===== src/rtl/nand_wait_pkg.sv =====
package nand_wait_pkg;
  typedef enum logic [2:0] {
    ST_IDLE,
    ST_GUARD,
    ST_POLL,
    ST_FINAL,
    ST_DONE
  } wait_st_e;
endpackage


===== src/rtl/nand_wait_dcnt.sv =====
module nand_wait_dcnt #(
  parameter int W = 8
) (
  input  logic         clk,
  input  logic         rst_n,
  input  logic         load_i,
  input  logic [W-1:0] val_i,
  input  logic         dec_i,
  output logic         zero_o
);
  logic [W-1:0] cnt_q;

  always_ff @(posedge clk) begin
    if (!rst_n) begin
      cnt_q <= '0;
    end else if (load_i) begin
      cnt_q <= val_i;
    end else if (dec_i && (cnt_q != '0)) begin
      cnt_q <= cnt_q - 1'b1;
    end
  end

  assign zero_o = (cnt_q == '0);
endmodule


===== src/rtl/nand_wait_stat_port.sv =====
module nand_wait_stat_port #(
  parameter int DW      = 8,
  parameter int RDY_BIT = 6
) (
  input  logic          clk,
  input  logic          rst_n,
  input  logic          want_i,
  output logic          req_o,
  input  logic          ack_i,
  input  logic [DW-1:0] data_i,
  input  logic          err_i,
  output logic          fire_o,
  output logic          fire_err_o,
  output logic          fire_rdy_o
);
  assign req_o      = want_i;
  assign fire_o     = want_i && ack_i;
  assign fire_err_o = fire_o && err_i;
  assign fire_rdy_o = fire_o && !err_i && data_i[RDY_BIT];

  // an outstanding request is held until it is answered
  p_req_hold_r5: assert property (@(posedge clk) disable iff (!rst_n)
    (req_o && !ack_i) |=> req_o)
    else $error("request dropped before acknowledge");
endmodule


===== src/rtl/nand_rdy_waiter.sv =====
module nand_rdy_waiter
  import nand_wait_pkg::*;
#(
  parameter int GUARD_CYC       = 25,
  parameter int PROG_LIMIT_CYC  = 100_000_000,
  parameter int RESET_LIMIT_CYC = 62_500_000,
  parameter int RDY_BIT         = 6
) (
  input  logic       clk,
  input  logic       rst_n,
  input  logic       start_i,
  input  logic       reset_op_i,
  input  logic       use_pin_i,
  input  logic       rb_pin_i,
  output logic       rd_req_o,
  input  logic       rd_ack_i,
  input  logic [7:0] rd_data_i,
  input  logic       rd_err_i,
  output logic       done_o,
  output logic [7:0] status_o,
  output logic       timeout_o,
  output logic       warn_o,
  output logic       err_o
);
  localparam int MAX_LIM = (PROG_LIMIT_CYC > RESET_LIMIT_CYC) ? PROG_LIMIT_CYC : RESET_LIMIT_CYC;
  localparam int LW      = $clog2(MAX_LIM + 1);
  localparam int GW      = $clog2(GUARD_CYC + 1);
  localparam logic [LW-1:0] PROG_LOAD  = LW'(PROG_LIMIT_CYC - 1);
  localparam logic [LW-1:0] RESET_LOAD = LW'(RESET_LIMIT_CYC - 1);
  localparam logic [GW-1:0] GUARD_LOAD = GW'(GUARD_CYC - 1);

  wait_st_e st_q;
  logic     pin_mode_q;
  logic     tmo_q;
  logic     accept;
  logic     guard_zero;
  logic     lim_zero;
  logic     want_rd;
  logic     fire, fire_err, fire_rdy;
  logic [LW-1:0] lim_load;

  assign accept   = (st_q == ST_IDLE) && start_i;
  assign lim_load = reset_op_i ? RESET_LOAD : PROG_LOAD;
  assign want_rd  = (st_q == ST_FINAL) || ((st_q == ST_POLL) && !pin_mode_q);
  assign done_o   = (st_q == ST_DONE);

  nand_wait_dcnt #(.W(GW)) u_guard (
    .clk    (clk),
    .rst_n  (rst_n),
    .load_i (accept),
    .val_i  (GUARD_LOAD),
    .dec_i  (st_q == ST_GUARD),
    .zero_o (guard_zero)
  );

  nand_wait_dcnt #(.W(LW)) u_limit (
    .clk    (clk),
    .rst_n  (rst_n),
    .load_i (accept),
    .val_i  (lim_load),
    .dec_i  (st_q != ST_IDLE),
    .zero_o (lim_zero)
  );

  nand_wait_stat_port #(.DW(8), .RDY_BIT(RDY_BIT)) u_port (
    .clk        (clk),
    .rst_n      (rst_n),
    .want_i     (want_rd),
    .req_o      (rd_req_o),
    .ack_i      (rd_ack_i),
    .data_i     (rd_data_i),
    .err_i      (rd_err_i),
    .fire_o     (fire),
    .fire_err_o (fire_err),
    .fire_rdy_o (fire_rdy)
  );

  always_ff @(posedge clk) begin
    if (!rst_n) begin
      st_q       <= ST_IDLE;
      pin_mode_q <= 1'b0;
      tmo_q      <= 1'b0;
      status_o   <= 8'h00;
      timeout_o  <= 1'b0;
      warn_o     <= 1'b0;
      err_o      <= 1'b0;
    end else begin
      unique case (st_q)
        ST_IDLE: begin
          if (start_i) begin
            pin_mode_q <= use_pin_i;
            tmo_q      <= 1'b0;
            st_q       <= ST_GUARD;
          end
        end
        ST_GUARD: begin
          if (guard_zero) st_q <= ST_POLL;
        end
        ST_POLL: begin
          if (pin_mode_q) begin
            if (rb_pin_i) begin
              st_q <= ST_FINAL;
            end else if (lim_zero) begin
              tmo_q <= 1'b1;
              st_q  <= ST_FINAL;
            end
          end else if (fire_err) begin
            status_o  <= 8'h00;
            timeout_o <= 1'b0;
            warn_o    <= 1'b0;
            err_o     <= 1'b1;
            st_q      <= ST_DONE;
          end else if (fire_rdy) begin
            st_q <= ST_FINAL;
          end else if (fire && lim_zero) begin
            tmo_q <= 1'b1;
            st_q  <= ST_FINAL;
          end
        end
        ST_FINAL: begin
          if (fire_err) begin
            status_o  <= 8'h00;
            timeout_o <= 1'b0;
            warn_o    <= 1'b0;
            err_o     <= 1'b1;
            st_q      <= ST_DONE;
          end else if (fire) begin
            status_o  <= rd_data_i;
            timeout_o <= tmo_q;
            warn_o    <= !fire_rdy;
            err_o     <= 1'b0;
            st_q      <= ST_DONE;
          end
        end
        ST_DONE: st_q <= ST_IDLE;
        default: st_q <= ST_IDLE;
      endcase
    end
  end

  // ---------------- checks ----------------
  logic [LW:0]   chk_age;
  logic [LW-1:0] chk_lim;

  always_ff @(posedge clk) begin
    if (!rst_n) begin
      chk_age <= '0;
      chk_lim <= '0;
    end else if (accept) begin
      chk_age <= '0;
      chk_lim <= lim_load;
    end else if (chk_age != '1) begin
      chk_age <= chk_age + 1'b1;
    end
  end

  // no read request inside the guard interval
  p_guard_r2: assert property (@(posedge clk) disable iff (!rst_n)
    rd_req_o |-> (chk_age >= (LW+1)'(GUARD_CYC)))
    else $error("read inside guard interval");

  // completion is a single-cycle pulse
  p_done_pulse_r10: assert property (@(posedge clk) disable iff (!rst_n)
    done_o |=> !done_o)
    else $error("done longer than one cycle");

  // results stay put between completions
  p_hold_r10: assert property (@(posedge clk) disable iff (!rst_n)
    !done_o |=> (done_o || $stable(status_o)))
    else $error("status changed without done");

  // a timeout is never reported before the selected limit
  p_tmo_floor_r6: assert property (@(posedge clk) disable iff (!rst_n)
    (done_o && timeout_o) |-> (chk_age >= {1'b0, chk_lim}))
    else $error("timeout reported early");

  // an error result carries no timeout or warning
  p_err_clean_r9: assert property (@(posedge clk) disable iff (!rst_n)
    (done_o && err_o) |-> (!timeout_o && !warn_o && status_o == 8'h00))
    else $error("error result not clean");
endmodule


===== config.mk =====
export PLATFORM = sky130hd
export DESIGN_NAME = nand_rdy_waiter
export DESIGN_NICKNAME = d
export VERILOG_FILES = /design/src/rtl/nand_wait_pkg.sv /design/src/rtl/nand_wait_dcnt.sv /design/src/rtl/nand_wait_stat_port.sv /design/src/rtl/nand_rdy_waiter.sv
export SDC_FILE = /design/constraint.sdc
export NUM_CORES = 1
export LEC_CHECK = 0
export BUFFER_PORTS_ARGS = -buffer_cell sky130_fd_sc_hd__buf_2
export CAP_MARGIN = 10
export CORE_ASPECT_RATIO = 1.75
export CORE_MARGIN = 8
export CORE_UTILIZATION = 40
export DETAILED_ROUTE_END_ITERATION = 12
export MAX_ROUTING_LAYER = met4
export SYNTH_ARGS = -nofsm -noshare
export SYNTH_HDL_FRONTEND = slang
export SYNTH_SLANG_ARGS = --single-unit

===== constraint.sdc =====
create_clock -name clk -period 6.75 [get_ports clk]
set_clock_uncertainty 0.1 [all_clocks]
set_input_delay 0.3375 -clock clk [delete_from_list [all_inputs] [get_ports clk]]
set_output_delay 0.3375 -clock clk [all_outputs]
set_load 0.02 [all_outputs]

==> metrics.md, run 1 <==
| Metric | Value |
|---|---|
| Max Slew Vio Count | 0 |
| Vias per inst | 6.28 |
| Crit-path max FO | 13 |
| Critical path class | reg -> reg |
| Clk pwr share | 0.177 |
| Syn nets | 336 |
| DRC | 0 |
| Gr usage total | 0.171 |
| Fmax | 0.353 GHz |
| TritonRoute pass-1 iters | 4 |
| Final antenna-violating net count | 0 |
| IO buf count | 28 |
| CTS tree | yes |
| Hold Crit Class | in -> reg |
| Dpl hpwl | 5570 µm |
| Pwr Total | 1.37 mW |
| Antenna diodes | 0 |
| CP peak stage delay | 0.62 ns |
| Clock sink total | 48 |
| Crit-path leading delay family | simple AND/OR/NAND/NOR gates |
| Final period util | 0.420 |
| Crit path time final | 2.84 ns |
| Worst path buffer plus inverter count | 0 |
| Worst rel slew slack | 0.215 |
| Gate Count Post-Synth | 316 |
| Initial Util | 0.408 |
| P_int | 0.731 mW |
| CTS root buf | clkbuf_16 |
| Synth area leader | dfxtp_1 |
| Critical Path Start Type | flip-flop |
| Routed wire length | 7900 µm |
| WHS | 0.183 ns |
| YS warnings | 0 |
| WP data required | 6.83 ns |
| Sw Ratio | 0.466 |
| DIE WIDTH | 77.3 µm |
| Row cnt | 39 |
| Sequential power share | 0.342 |
| Combinational share of power | 0.481 |
| Max-cap violations | 0 |
| Gr ovfl total | 0 |
| Reg clk slew, reported paths | 0.06 ns |
| Die ar. | 9520 µm² |
| Layout cells sized above 1 | 0.135 |
| Routed length per instance | 19.0 µm |
| Synth cell types | 64 |
| Post-synthesis sequential area ratio | 0.366 |
| Power per cell area | 466 nW/µm² |
| Run status | completed |
| Via count | 2608 |
| Final setup viols | 0 |
| CP max-delay cell | nor4_1 |
| Nets | 353 |
| Synth Area per Inst | 8.31 µm² |
| Vias in the first global route | 2596 |
| Cell Area, Synth | 2630 µm² |
| Most area-consuming cells after synthesis | dfxtp_1 (37%), nor2_1 (5.3%), nand2_1 (4.1%), nor3_1 (2.9%), a22oi_1 (2.6%) |
| Post-cts sizing count | 0 |
| P&R area growth vs syn | 11.8% |
| Largest net degree at the start of global routing | 31 |
| CP cell instances | nor4_1 > nor4b_2 > a31oi_1 > and4_1 > o311a_1 |
| Worst ir drop on vdd | 0.220 mV |
| Number of hold violations in the final report | 0 |
| Worst-Margin Slew | 1.17 ns |
| DRT iter0 DRCs | 179 |
| Hold_buf cts | 0 |
| EDFF count, synth | 0 |
| Total Neg Setup Slack | 0 ns |
| Synth Flop Type | dfxtp_1 |
| Initial antenna violation count | 0 |
| # IOs | 29 |
| Max H-tree Level | 2 |
| Arrival @ worst endpoint | 2.92 ns |
| Global placement routability congestion | 0.914 |
| Top cell type's share of synthesized area | 0.366 |
| Endpoint type of the worst setup path | flip-flop |
| Total CTS buffers | 5 |
| Post-synthesis async set-or-reset flop share | 0 |
| First-pass GRT wire length | 12600 µm |
| RSZ-0062 raised after global routing | false |
| Clk buf depth | 2 |
| Post-place instance area | 2800 µm² |
| Finished layout cell area | 2940 µm² |
| Net Sw Power | 0.638 mW |
| Die Ht | 123 µm |
| Flops & latches, synth | 48 |
| Lkg Pwr | 1.10 nW |
| Core Area | 6440 µm² |
| Clock Latency Late Sink | 0.29 ns |
| Post CTS Setup Buffer Count | 0 |
flip-flops by register name (all words and copies together) (netlist names):
name,cells
u_limit.cnt_q,27
status_o,8
u_guard.cnt_q,5
st_q,3
err_o,1
pin_mode_q,1
timeout_o,1
tmo_q,1
warn_o,1
through the flow:
| step | setup WS [ns] | instances | util |
|---|---|---|---|
| 2_1_floorplan | 4.44 | 316 | - |
| 4_1_cts | 3.96 | 415 | 0.456 |
| 3_3_place_gp | 4.00 | 408 | 0.435 |
| 6_report | 3.91 | 415 | 0.456 |
| 3_5_place_dp | 3.96 | 408 | 0.435 |
| 5_1_grt | 3.80 | 415 | 0.456 |
kinds of logic after synthesis:
family                     share of synthesized area
adders and majority gates                     0.0190
and+or+nand+nor                                0.292
buffers and inverters                         0.0414
DFF                                            0.366
xor gates and xnor gates                      0.0133
muxes                                        0.00381
AOI/OAI and AO/OA                              0.265
path summary, 6_finish.rpt:
path	startpoint	endpoint	slack, ns	depth (start not counted)
setup / recovery	u_limit.cnt_q[16]	u_limit.cnt_q[22]	3.91	5
hold / removal	rd_data_i[1]	status_o[1]	0.18	3
setup reg to reg	u_limit.cnt_q[16]	u_limit.cnt_q[22]	3.91	5
hold reg to reg	warn_o	warn_o	0.36	2
metal layers:
metal / part of all wire / track usage / vias to the layer above / routed length, µm
met5: 0 / - / - / 0
met4: 0.053 / 0.122 / 0 / 416
met3: 0.040 / 0.0306 / 22 / 318
met2: 0.52 / 0.311 / 82 / 4100
met1: 0.39 / 0.159 / 1249 / 3070
li1: - / - / 1255 / -
layout make-up:
| class | count | area, µm² |
|---|---|---|
| Sequential cell | 48 | 961 |
| Multi-Input combinational cell | 240 | 1560 |
| Fill cell | 666 | 3500 |
| Clock inverter | 1 | 5.00 |
| Tap cell | 82 | 103 |
| Clock buffer | 6 | 129 |
| Timing Repair Buffer | 29 | 148 |
| Inverter | 9 | 33.8 |
placed cells by master (no fill, tap or decap), drive strengths merged, types with 7 or more instances in the layout:
master	n
nand4	7
nor3	17
nor4	7
nor2	37
or4	7
inv	9
dfxtp	48
a22oi	9
a31oi	8
nand2	29
buf	29
a21oi	13
o31ai	9
worst register-to-register path: stages, from the launching register on:
cell	delay, ns
dfxtp_1	0.37
nor4_1	0.62
nor4b_2	0.48
a31oi_1	0.48
and4_1	0.38
o311a_1	0.31
synth_stat cells (3+ instances only):
master     n
nand3_1    6
or3_1      5
inv_1      9
o31a_1     4
o31ai_1    8
nand2_1   29
and3_1     3
o311ai_0   3
o311a_1    4
dfxtp_1   48
ha_1       4
buf_2      3
nor4_1     6
a22oi_1    9
a211oi_1   6
nand4_1    7
and4_1     3
a31oi_1    8
or4_1      6
xor2_1     3
nor3_1    15
a21oi_1   13
nand2b_1   4
clkbuf_1  16
nor2_1    37
a32oi_1    3
a311oi_1   5
o21ai_0    3
power groups by stage:
stage	logic [mW]	clock network (mW)	registers, mW
after floorplan	0.520	0	0.436
after global placement	0.646	0	0.468
after detailed placement	0.651	0	0.471
after CTS	0.653	0.249	0.465
after global routing	0.724	0.256	0.483
final	0.658	0.243	0.468
(Power assumes the default switching activity.)
==> run 2: changes to the inputs <==
clock period = 2.45 ns   (was 6.75 ns; I/O delays follow)
==> metrics.md, run 2 (same netlist as run 1, synthesis figures left out) <==
| Metric | Value |
|---|---|
| DIE WIDTH | 77.3 µm (unchanged) |
| Largest net degree at the start of global routing | 22 (-29%) |
| Worst-Margin Slew | 0.934 ns (-0.238 ns) |
| Fmax | 0.430 GHz (+22%) |
| DRT iter0 DRCs | 159 (-11%) |
| Final period util | 0.949 (+0.529) |
| Routed wire length | 8400 µm (+6.2%) |
| Gr usage total | 0.181 (+0.00957) |
| Gr ovfl total | 0 (unchanged) |
| Nets | 393 (+11%) |
| Vias in the first global route | 2772 (+6.8%) |
| Clock Latency Late Sink | 0.29 ns (about the same) |
| Max H-tree Level | 2 (unchanged) |
| Row cnt | 39 (unchanged) |
| Layout Cells excl Fill | 455 (+9.6%) |
| Pwr Total | 4.15 mW (+200%) |
| Crit-path max FO | 12 (-1) |
| TritonRoute pass-1 iters | 5 (+1) |
| Critical path class | reg -> reg |
| First-pass GRT wire length | 13400 µm (+6.5%) |
| Worst rel slew slack | 0.375 (+0.159) |
| Clk buf depth | 2 (unchanged) |
| WP data required | 2.56 ns (-4.27 ns) |
| Die Ht | 123 µm (unchanged) |
| Layout cells sized above 1 | 0.214 (+0.0793) |
| # fillers | 654 (-1.8%) |
| Initial Util | 0.408 (unchanged) |
| Via count | 2789 (+6.9%) |
| Worst ir drop on vdd | 0.635 mV (+190%) |
| P&R area growth vs syn | 24.6% |
| Biggest regs | u_limit.cnt_q x27, status_o x8, u_guard.cnt_q x5 |
| Crit path time final | 2.32 ns (-0.511 ns) |
| Placed cells | 439 (+7.6%) |
| Dpl hpwl | 6240 µm (+12%) |
| Total Neg Setup Slack | 0 ns (unchanged) |
| RSZ-0062 raised after global routing | false |
| Endpoint type of the worst setup path | flip-flop |
| Initial antenna violation count | 0 (unchanged) |
| Run status | completed |
| Hold Crit Class | in -> reg |
| Reg clk slew, reported paths | 0.07 ns (about the same) |
| CTS tree | yes |
| Vias per inst | 6.13 (-2.5%) |
| Largest Register | u_limit.cnt_q |
| Lkg Pwr | 1.29 nW (+18%) |
| # IOs | 29 (unchanged) |
| Area of the multi-input gates | 1570 µm² (+0.72%) |
| Critical Path Start Type | flip-flop |
| Max-cap violations | 0 (unchanged) |
| Total CTS buffers | 5 (unchanged) |
| CTS root buf | clkbuf_16 |
| IO buf count | 28 (unchanged) |
| Final antenna-violating net count | 0 (unchanged) |
| Max Slew Vio Count | 0 (unchanged) |
| Post CTS Setup Buffer Count | 0 (unchanged) |
| Final setup viols | 0 (unchanged) |
| Routed length per instance | 18.5 µm (-3.1%) |
| Clock sink total | 48 (unchanged) |
| Core Area | 6440 µm² (unchanged) |
| DRC | 0 (unchanged) |
| Commonest non-fill, non-tap cell in the layout | dfxtp_1 |
| Most frequent cells in the layout | dfxtp_1 (48), nor2_1 (37), buf_4 (32) |
| Antenna diodes | 0 (unchanged) |
| Number of hold violations in the final report | 0 (unchanged) |
| Power per cell area | 1270 nW/µm² (+170%) |
| Global placement routability congestion | 0.969 (+6.1%) |
| Largest register FFs | 27 (unchanged) |
| FF/Latch Area | 961 µm² (unchanged) |
| Arrival @ worst endpoint | 2.44 ns (-0.48 ns) |
| Die ar. | 9520 µm² (unchanged) |
[run 2: metrics by stage]
stage	worst slack, ns	area, µm²	util	hold WS, ns
after floorplan	0.139	2630	-	0.158
after global placement	0.144	3040	0.471	0.258
after detailed placement	0.0967	3040	0.471	0.270
after CTS	0.0899	3260	0.507	0.0297
after global routing	0.00363	3270	0.508	0.0416
final	0.126	3270	0.508	0.0315
[run 2: critical path: stages (launching register included)]
cell      delay [ns]
dfxtp_1         0.32
nor4_1          0.54
buf_4           0.24
nand3_1         0.08
buf_4           0.22
o31ai_4         0.27
buf_4           0.21
a32oi_1         0.06
a211oi_1        0.20
[run 2: final timing paths]
check,from,endpoint,slack [ns],cells past startpoint
max,u_limit.cnt_q[16],u_limit.cnt_q[14],0.13,8
min,rd_err_i,err_o,0.03,3
max reg2reg,u_limit.cnt_q[16],u_limit.cnt_q[14],0.13,8
min reg2reg,warn_o,warn_o,0.37,2
[run 2: repair_timing]
item | 4_1_cts | 5_1_grt
endpoints found under the setup margin | 0 | 5
gates resized for setup | 0 | 3
endpoints found under the hold margin | 9 | 0
hold buffers | 9 | 0
[run 2: area by class of cell]
class / instances / share of cell area
Tap cell: 82 / 0.0313
Sequential cell: 48 / 0.293
Inverter: 9 / 0.0103
Clock inverter: 2 / 0.00382
Multi-Input combinational cell: 240 / 0.479
Clock buffer: 5 / 0.0382
Timing Repair Buffer: 69 / 0.144
[run 2: power breakdown]
group | total, mW | internal (mW) | switching (mW)
combinational | 2.23 | 0.917 | 1.31
sequential | 1.24 | 0.997 | 0.240
clock | 0.679 | 0.371 | 0.307
[run 2: layer usage]
layer	global-route usage	share of wire	vias up
met5	-	0	-
met4	0.0903	0.027	0
met3	0.0364	0.032	21
met2	0.341	0.55	93
met1	0.169	0.39	1338
li1	-	-	1337
==> run 3: changes to the inputs <==
--- a/config.mk
+++ b/config.mk
@@ -10,5 +10,5 @@
 export CORE_ASPECT_RATIO = 1.75
 export CORE_MARGIN = 8
-export CORE_UTILIZATION = 40
+export CORE_UTILIZATION = 35
 export DETAILED_ROUTE_END_ITERATION = 12
 export MAX_ROUTING_LAYER = met4
--- a/constraint.sdc
+++ b/constraint.sdc
@@ -3,3 +3,3 @@
 set_input_delay 0.1225 -clock clk [delete_from_list [all_inputs] [get_ports clk]]
 set_output_delay 0.1225 -clock clk [all_outputs]
-set_load 0.02 [all_outputs]
+set_load 0.05 [all_outputs]
==> metrics.md, run 3 (same netlist as run 1, synthesis figures left out) <==
| Metric | Value |
|---|---|
| Run status | completed |
| RSZ-0062 raised after global routing | false |
| Largest register FFs | 27 (unchanged) |
| Nets | 390 (-0.76%) |
| Gr ovfl total | 0 (unchanged) |
| Most frequent cells in the layout | dfxtp_1 (48), nor2_1 (36), nand2_1 (29), buf_4 (29), buf_2 (28) |
| TritonRoute pass-1 iters | 4 (-1) |
| Critical path class | reg -> reg |
| Antenna diodes | 0 (unchanged) |
| P_int | 2.27 mW (-0.78%) |
| # IOs | 29 (unchanged) |
| Final Util | 0.440 (-0.0680) |
| Finished layout cell area | 3260 µm² (-0.34%) |
| Clk pwr share | 0.168 (+0.004) |
| Final setup viols | 0 (unchanged) |
| Sw Ratio | 0.458 (+0.00888) |
| Grt met2 use | 0.300 (-0.0407) |
| Total Neg Setup Slack | 0 ns (unchanged) |
| Max-cap violations | 0 (unchanged) |
| Clock sink total | 48 (unchanged) |
| Crit-path leading delay family | simple AND/OR/NAND/NOR gates |
| Global placement routability congestion | 0.984 (+1.5%) |
| Layout cells sized above 1 | 0.205 (-0.00963) |
| Crit path time final | 2.33 ns (+0.00299 ns) |
| Dpl hpwl | 6240 µm (about the same) |
| CP peak stage delay | 0.49 ns (-0.05 ns) |
| Critical Path Start Type | flip-flop |
| Die ar. | 10600 µm² (+12%) |
| Critical Path Start | u_limit.cnt_q[0] |
| Hold Crit Class | in -> reg |
| Routed wire length | 8480 µm (+0.96%) |
| Largest net degree at the start of global routing | 22 (unchanged) |
| Endpoint type of the worst setup path | flip-flop |
| WP depth | 7 (-1) |
| Biggest regs | u_limit.cnt_q x27, status_o x8, u_guard.cnt_q x5 |
| DRC | 0 (unchanged) |
| Number of hold violations in the final report | 0 (unchanged) |
| Lkg Pwr | 1.28 nW (-1.3%) |
| Arrival @ worst endpoint | 2.38 ns (-0.06 ns) |
| Initial antenna violation count | 0 (unchanged) |
| Global Route met3 Usage | 0.0301 (-0.00625) |
| Initial Util | 0.355 (-0.0533) |
| RR Endpoint | u_limit.cnt_q[14] |
| Worst path buffer plus inverter count | 1 (-2) |
| Combinational share of power | 0.537 (about the same) |
| Sequential power share | 0.295 (-0.003) |
| CTS tree | yes |
| Max H-tree Level | 2 (unchanged) |
| Commonest non-fill, non-tap cell in the layout | dfxtp_1 |
| WP data required | 2.51 ns (-0.05 ns) |
| Reg2Reg Depth | 7 (-1) |
| Crit-path max FO | 4 (-8) |
| P&R area growth vs syn | 24.2% |
| Row cnt | 42 (+7.7%) |
| CP cell instances | inv_1 > ha_1 > or4b_1 > or2_1 > or4_1 > a32oi_1 > a211oi_1 |
| Global route hottest layer | met2 |
| DRT iter0 DRCs | 206 (+30%) |
| IO buf count | 28 (unchanged) |
| Reg clk slew, reported paths | 0.07 ns (about the same) |
| Clk buf depth | 2 (unchanged) |
| Final antenna-violating net count | 0 (unchanged) |
| Reg2Reg Setup Slack | 0.12 ns (about the same) |
| Worst rel slew slack | 0.394 (+0.0189) |
| Routed length per instance | 18.5 µm (about the same) |
| Vias per inst | 6.08 (-0.80%) |
| Vias in the first global route | 2739 (-1.2%) |
| Worst ir drop on vdd | 0.585 mV (-7.9%) |
| DIE WIDTH | 81.5 µm (+5.5%) |
| Met1 Track Usage GR | 0.162 (-0.00750) |
| Die Ht | 131 µm (+6.0%) |
| Final period util | 0.950 (+0.00122) |
| Net Sw Power | 1.91 mW (+2.8%) |
| First-pass GRT wire length | 13500 µm (+0.36%) |
| Total CTS buffers | 5 (unchanged) |
| Largest Register | u_limit.cnt_q |
| Post-place instance area | 3020 µm² (-0.49%) |
| Gr usage total | 0.167 (-0.0136) |
| RR Startpoint | u_limit.cnt_q[0] |
| Core Area | 7410 µm² (+15%) |
| Fmax | 0.430 GHz (-0.13%) |
| Via count | 2791 (+0.072%) |
| Power per cell area | 1280 nW/µm² (+1.2%) |
| CP endpoint | u_limit.cnt_q[14] |
| Worst-Margin Slew | 0.905 ns (-0.0282 ns) |
| Clock Latency Late Sink | 0.30 ns (about the same) |
| Max Slew Vio Count | 0 (unchanged) |
| CP max-delay cell | or4b_1 |
| CTS root buf | clkbuf_16 |
run 3: metal layers:
metal / up-vias / part of all wire
met4: 0 / 0.033
met5: - / 0
li1: 1329 / -
met3: 22 / 0.042
met1: 1352 / 0.38
met2: 88 / 0.54
run 3: how the worst min path moves through the flow:
stage                 startpoint           to  slack (ns)  depth (start not counted)
floorplan              use_pin_i   pin_mode_q        0.16                          2
global placement    rd_data_i[5]  status_o[5]        0.26                          3
detailed placement  rd_data_i[5]  status_o[5]        0.27                          3
CTS                     rd_err_i        err_o        0.05                          3
global route            rd_err_i        err_o        0.04                          3
finish                  rd_err_i        err_o        0.04                          3
run 3: worst register-to-register path: stages (launching register included):
cell,delay [ns]
dfxtp_1,0.33
inv_1,0.10
ha_1,0.21
or4b_1,0.49
or2_1,0.28
or4_1,0.40
a32oi_1,0.21
a211oi_1,0.07
run 3: what timing repair did:
action,4_1_cts,5_1_grt
hold buffers,9,0
endpoints found under the hold margin,9,0
buffers inserted,0,0
setup endpoints to repair,0,3
gates resized for setup,0,2
run 3: final cells by class:
cell class	instances	area (µm²)
clock buffer	6	129
clock inverter	2	16.3
fill	717	4150
inverter	9	33.8
multi-input combinational	240	1570
sequential	48	961
tap	88	110
timing repair buffer	66	448
run 3: power by group through the flow:
stage / combinational, mW / clock (mW) / sequential, mW
global route: 2.43 / 0.740 / 1.26
global placement: 2.16 / 0 / 1.24
finish: 2.25 / 0.701 / 1.23
detailed placement: 2.18 / 0 / 1.24
floorplan: 1.45 / 0 / 1.21
CTS: 2.20 / 0.708 / 1.23
run 3: stage by stage:
stage	worst slack (ns)	hold WS (ns)	cells	power, mW
after floorplan	0.0543	0.158	316	2.66
after global placement	0.173	0.260	442	3.40
after detailed placement	0.137	0.267	442	3.42
after CTS	0.103	0.0469	459	4.13
after global routing	0.0151	0.0444	459	4.44
final	0.123	0.0401	459	4.18
